$ cat src/rtl/async_tx_pkg.sv
// Package: shared types and the parity rule for the asynchronous transmitter.
// Assumes character lengths of 5 to 8 bits selected by a two-bit code.
package async_tx_pkg;

    parameter int DATA_W = 8;

    typedef enum logic [2:0] {
        ST_IDLE,
        ST_START,
        ST_DATA,
        ST_PAR,
        ST_STOP
    } tx_state_e;

    // Field order matches the bit positions of the line-control port.
    typedef struct packed {
        logic       brk;
        logic       stick;
        logic       even;
        logic       par_en;
        logic       stop_long;
        logic [1:0] wlen;
    } line_cfg_t;

    // Parity bit for a character under the given control word.
    function automatic logic parity_bit(logic [DATA_W-1:0] d, line_cfg_t c);
        logic [DATA_W-1:0] mask;
        logic              ones;
        mask = {DATA_W{1'b1}} >> (2'd3 - c.wlen);
        ones = ^(d & mask);
        if (c.stick)
            return ~c.even;
        return c.even ? ones : ~ones;
    endfunction

endpackage

$ cat src/rtl/async_tx_hold.sv
// One-entry holding register in front of the shifter.
// Takes a write only when empty; a write while full is dropped.
// Assumes 'take' is raised only while the register is full.
module async_tx_hold #(
    parameter int DW = 8
) (
    input  logic          clk,
    input  logic          rst_n,
    input  logic          wr_en,
    input  logic [DW-1:0] wr_data,
    input  logic          take,
    output logic [DW-1:0] data_o,
    output logic          full_o
);

    // Capture a character when empty, release it on transfer.
    always_ff @(posedge clk) begin
        if (!rst_n) begin
            data_o <= '0;
            full_o <= 1'b0;
        end else if (wr_en && !full_o) begin
            data_o <= wr_data;
            full_o <= 1'b1;
        end else if (take) begin
            full_o <= 1'b0;
        end
    end

endmodule

$ cat src/rtl/async_tx_tickcnt.sv
// Counts baud ticks within one bit slot and flags the tick that closes the
// slot (count equal to limit). Held at zero while 'clr' is high.
module async_tx_tickcnt #(
    parameter int CW = 5
) (
    input  logic          clk,
    input  logic          rst_n,
    input  logic          clr,
    input  logic          tick,
    input  logic [CW-1:0] limit,
    output logic          done
);

    logic [CW-1:0] cnt;

    // The slot ends on the tick that finds the count at its limit.
    assign done = tick && !clr && (cnt == limit);

    // Advance on each tick, wrap at the end of a slot.
    always_ff @(posedge clk) begin
        if (!rst_n)
            cnt <= '0;
        else if (clr)
            cnt <= '0;
        else if (tick)
            cnt <= (cnt == limit) ? '0 : cnt + 1'b1;
    end

endmodule

$ cat src/rtl/async_tx_shift.sv
// Frame sequencer and shift register. It pulls a character from the holding
// register when idle, latches the control word with it, and steps through
// start, data, parity and stop slots, each timed in baud ticks.
// Assumes OVS is even so that half a bit is a whole number of ticks.
module async_tx_shift
    import async_tx_pkg::*;
#(
    parameter int OVS = 16
) (
    input  logic              clk,
    input  logic              rst_n,
    input  logic              tick,
    input  logic              hold_full,
    input  logic [DATA_W-1:0] data_i,
    input  line_cfg_t         cfg_i,
    output logic              take_o,
    output logic              line_o,
    output logic              idle_o,
    output line_cfg_t         cfg_q_o
);

    localparam int CW  = $clog2(2 * OVS);
    localparam int NBW = $clog2(DATA_W);
    localparam logic [CW-1:0] LIM_BIT  = CW'(OVS - 1);
    localparam logic [CW-1:0] LIM_HALF = CW'(OVS + OVS / 2 - 1);
    localparam logic [CW-1:0] LIM_TWO  = CW'(2 * OVS - 1);

    tx_state_e         st;
    logic [DATA_W-1:0] sh;
    logic [NBW-1:0]    nbit;
    logic              par_q;
    line_cfg_t         cfg_q;
    logic [CW-1:0]     limit;
    logic              slot_done;
    logic              last_bit;

    assign idle_o   = (st == ST_IDLE);
    assign take_o   = idle_o && hold_full;
    assign cfg_q_o  = cfg_q;
    assign last_bit = (nbit == NBW'(4) + NBW'(cfg_q.wlen));

    // Slot length: one bit, or the chosen stop time.
    always_comb begin
        limit = LIM_BIT;
        if (st == ST_STOP && cfg_q.stop_long)
            limit = (cfg_q.wlen == 2'b00) ? LIM_HALF : LIM_TWO;
    end

    async_tx_tickcnt #(.CW(CW)) u_cnt (
        .clk   (clk),
        .rst_n (rst_n),
        .clr   (idle_o),
        .tick  (tick),
        .limit (limit),
        .done  (slot_done)
    );

    // Frame state: load on transfer, advance at the end of each slot.
    always_ff @(posedge clk) begin
        if (!rst_n) begin
            st    <= ST_IDLE;
            sh    <= '0;
            nbit  <= '0;
            par_q <= 1'b0;
            cfg_q <= '0;
        end else if (take_o) begin
            st    <= ST_START;
            sh    <= data_i;
            nbit  <= '0;
            cfg_q <= cfg_i;
            par_q <= parity_bit(data_i, cfg_i);
        end else if (slot_done) begin
            unique case (st)
                ST_START: st <= ST_DATA;
                ST_DATA: begin
                    sh   <= sh >> 1;
                    nbit <= nbit + 1'b1;
                    if (last_bit)
                        st <= cfg_q.par_en ? ST_PAR : ST_STOP;
                end
                ST_PAR:  st <= ST_STOP;
                ST_STOP: st <= ST_IDLE;
                default: st <= ST_IDLE;
            endcase
        end
    end

    // Line level for the current slot.
    always_comb begin
        unique case (st)
            ST_START: line_o = 1'b0;
            ST_DATA:  line_o = sh[0];
            ST_PAR:   line_o = par_q;
            default:  line_o = 1'b1;
        endcase
    end

endmodule

$ cat src/rtl/async_tx.sv
// Top of the asynchronous transmitter: holding register, frame sequencer,
// status flags and the break override on the output pin.
// Assumes baud_tick is a one-cycle pulse at sixteen times the bit rate.
module async_tx
    import async_tx_pkg::*;
#(
    parameter int OVS = 16
) (
    input  logic              clk,
    input  logic              rst_n,
    input  logic              baud_tick,
    input  logic [6:0]        line_ctl,
    input  logic              wr_en,
    input  logic [DATA_W-1:0] wr_data,
    output logic              serial_out,
    output logic              hold_empty,
    output logic              tx_empty
);

    line_cfg_t         cfg_live;
    line_cfg_t         cfg_q_w;
    logic              take_w;
    logic              full_w;
    logic              idle_w;
    logic              line_w;
    logic [DATA_W-1:0] hold_data_w;

    assign cfg_live = line_cfg_t'(line_ctl);

    async_tx_hold #(.DW(DATA_W)) u_hold (
        .clk     (clk),
        .rst_n   (rst_n),
        .wr_en   (wr_en),
        .wr_data (wr_data),
        .take    (take_w),
        .data_o  (hold_data_w),
        .full_o  (full_w)
    );

    async_tx_shift #(.OVS(OVS)) u_shift (
        .clk       (clk),
        .rst_n     (rst_n),
        .tick      (baud_tick),
        .hold_full (full_w),
        .data_i    (hold_data_w),
        .cfg_i     (cfg_live),
        .take_o    (take_w),
        .line_o    (line_w),
        .idle_o    (idle_w),
        .cfg_q_o   (cfg_q_w)
    );

    // Status flags and the break override, which only touches the pin.
    always_comb begin
        hold_empty = !full_w;
        tx_empty   = !full_w && idle_w;
        serial_out = cfg_live.brk ? 1'b0 : line_w;
    end

endmodule

$ cat config.mk
export PLATFORM = sky130hd
export DESIGN_NAME = async_tx
export DESIGN_NICKNAME = d
export VERILOG_FILES = /design/src/rtl/async_tx_pkg.sv /design/src/rtl/async_tx_hold.sv /design/src/rtl/async_tx_tickcnt.sv /design/src/rtl/async_tx_shift.sv /design/src/rtl/async_tx.sv
export SDC_FILE = /design/constraint.sdc
export NUM_CORES = 1
export LEC_CHECK = 0
export BUFFER_PORTS_ARGS = -buffer_cell sky130_fd_sc_hd__buf_2
export CAP_MARGIN = 0
export CORE_MARGIN = 2
export CORE_UTILIZATION = 35
export CTS_BUF_LIST = sky130_fd_sc_hd__clkbuf_16
export CTS_CLUSTER_SIZE = 16
export DETAILED_ROUTE_END_ITERATION = 8
export PLACE_DENSITY = 0.52
export SLEW_MARGIN = 20
export SYNTH_ARGS = -nofsm -noshare
export SYNTH_HDL_FRONTEND = slang
export SYNTH_HIERARCHICAL = 1
export SYNTH_SLANG_ARGS = --single-unit
$ cat constraint.sdc
create_clock -name clk -period 3.4 [get_ports clk]
set_clock_uncertainty 0.1 [all_clocks]
set_input_delay 0.34 -clock clk [delete_from_list [all_inputs] [get_ports clk]]
set_output_delay 0.34 -clock clk [all_outputs]
set_load 0.005 [all_outputs]
==> impl_metrics.ini <==
[global_route]
grt_pass1_vias = 1112
antenna_found_initial = 0
grt_pass1_wl_um = 5220
grt_util_all_layers = 0.126
grt_max_degree = 24
gr-total-overflow = 0

[logic_synthesis]
synth_area_um2 = 1700
syn_area_per_cell_um2 = 9.13
syn_inst = 186
ys_warn_count = 6

[worst_setup_path]
crit_slowest_cell = nor4bb_1
arrival_ns = 2.78
crit_fanout = 12
cpMostUsedCell = nand2_1
crit_chain = nor4bb_1 -> nand2_1 -> xor2_1 -> nor2_1 -> and3b_2 -> nand2_1 -> nor3_2 -> buf_4 -> mux2i_1 -> a211oi_1
critical_path.startpoint = u_shift/st[2]
cp_slowest_stage_delay_ns = 0.47
worst_ep_required_time_ns = 3.43
end_kind = flip-flop
r2r-start = u_shift/st[2]
critPathBufInv = 1
critPathKind = flip-flop to flip-flop
startpoint_type = flip-flop
critPathTopFamily = simple AND/OR/NAND/NOR gates

[status]
outcome = complete, no violations

[drt]
routed-via-count = 1276
wl_per_cell_um = 12.0
drc = 0
drtAntennaViolNets = 0
avgViaCountPerCell = 4.85
drt_first_pass_iters = 4
finalWirelength_um = 3150
drt_iter0_drc = 66

[placed_design]
place_ws_ns = 0.648
place_hpwl_um = 2280
gp_congestion = 0.774
dp.cells = 255
io_buffers = 21

[timing]
maxSlewHeadroom = 0.653
setup_viol = 0
finalCritPeriodShare = 0.810
rsz0062_at_grt = false
tightest_slew_ns = 0.519
max_freq_mhz = 363
finalSetupTns_ns = 0
fin_crit_ns = 2.75
slew_viol_final = 0
layout_setup_ws_ns = 0.647
hold_violations = 0
hold_ws_ns = 0.211

[job]
cap_violations = 0

[die]
die_h_um = 73.7
pin_count = 22
rows = 25
coreArea_um2 = 4690
start_util = 0.362
die_area_um2 = 5420
die_x_um = 73.7

[clocking]
tritoncts = done
cts_hold_buf = 0
clock-root-buffer = clkbuf_16
numCtsBuffers = 5
cts_sinks = 33
post-cts-setup-buffers = 0
ctsHtreeMaxLevel = 2
cts_resized = 0
clockBufferDepth = 2
clkLatencyLatePin_ns = 0.27
clk_pin_slew_ns = 0.05

[cells_and_area]
area_growth_pct = 15.1
instances_no_fill = 263
final_layout_size_suffix_gt1_frac = 0.187
num_antenna_cells = 0
nNetsFinal = 229

[worst_hold_path]
hp-start = wr_data[5]
hold_path.class = primary input to flip-flop

[pwr]
p_leak_nw = 0.778
p_per_area_nw_per_um2 = 487
power_w = 0.000952
ir_worst_vdd_mv = 0.321
-- sequential cells by signal (all words and copies together), names as in the netlist --
name / flops
u_shift/st: 3
u_shift/sh: 8
u_shift/u_cnt/cnt: 5
u_shift/nbit: 3
u_shift/cfg_q_o: 4
u_hold/data_o: 8
u_shift/par_q: 1
u_hold/full_o: 1
-- final timing paths --
kind / cells after the start / slack, ns / to
hold reg to reg: 2 / 0.36 / u_shift/cfg_q_o[2]
hold / removal: 3 / 0.21 / u_hold/data_o[5]
setup reg to reg: 10 / 0.65 / u_shift/sh[2]
setup / recovery: 10 / 0.65 / u_shift/sh[2]
-- power breakdown --
group          switching [W]  internal (W)
Sequential         0.0000190      0.000409
Combinational      0.0000588     0.0000538
Clock               0.000148      0.000264
Total               0.000225      0.000726
-- per-layer routing --
| metal | global-route usage | wire length, um | up-vias |
|---|---|---|---|
| met5 | 0 | 0 | - |
| met4 | 0.0364 | 19 | 0 |
| met3 | 0.0425 | 121 | 2 |
| met2 | 0.193 | 1400 | 19 |
| met1 | 0.167 | 1610 | 568 |
| li1 | - | - | 687 |
-- per-stage QoR --
step | cell area [um^2] | util
floorplan | 1710 | -
global placement | 1820 | 0.387
detailed placement | 1820 | 0.387
CTS | 1950 | 0.417
global route | 1950 | 0.417
finish | 1950 | 0.417
-- layout make-up --
cell class,instances,area [um^2]
Multi-Input combinational cell,142,957
Inverter,3,11.3
Clock inverter,3,12.5
Tap cell,54,67.6
Timing Repair Buffer,23,120
Clock buffer,5,125
Fill cell,496,2740
Sequential cell,33,661
-- placed cells by master (no fill, tap or decap), types with 3 or more instances in the layout --
cell type  count
nand4_1        3
a211oi_1      12
conb_1         3
xnor2_1        7
buf_2         21
a21oi_1        7
mux2i_1       17
clkbuf_16      5
nor2_1        17
nand2_1       31
dfxtp_1       33
xor2_1         9
clkinv_1       4
nand2b_1       4
-- worst register-to-register path, cell delays in order, from the launching register on --
cell	delay [ns]
dfxtp_1	0.45
nor4bb_1	0.47
nand2_1	0.12
xor2_1	0.16
nor2_1	0.29
and3b_2	0.29
nand2_1	0.08
nor3_2	0.11
buf_4	0.24
mux2i_1	0.22
a211oi_1	0.09
(Power assumes the default switching activity.)
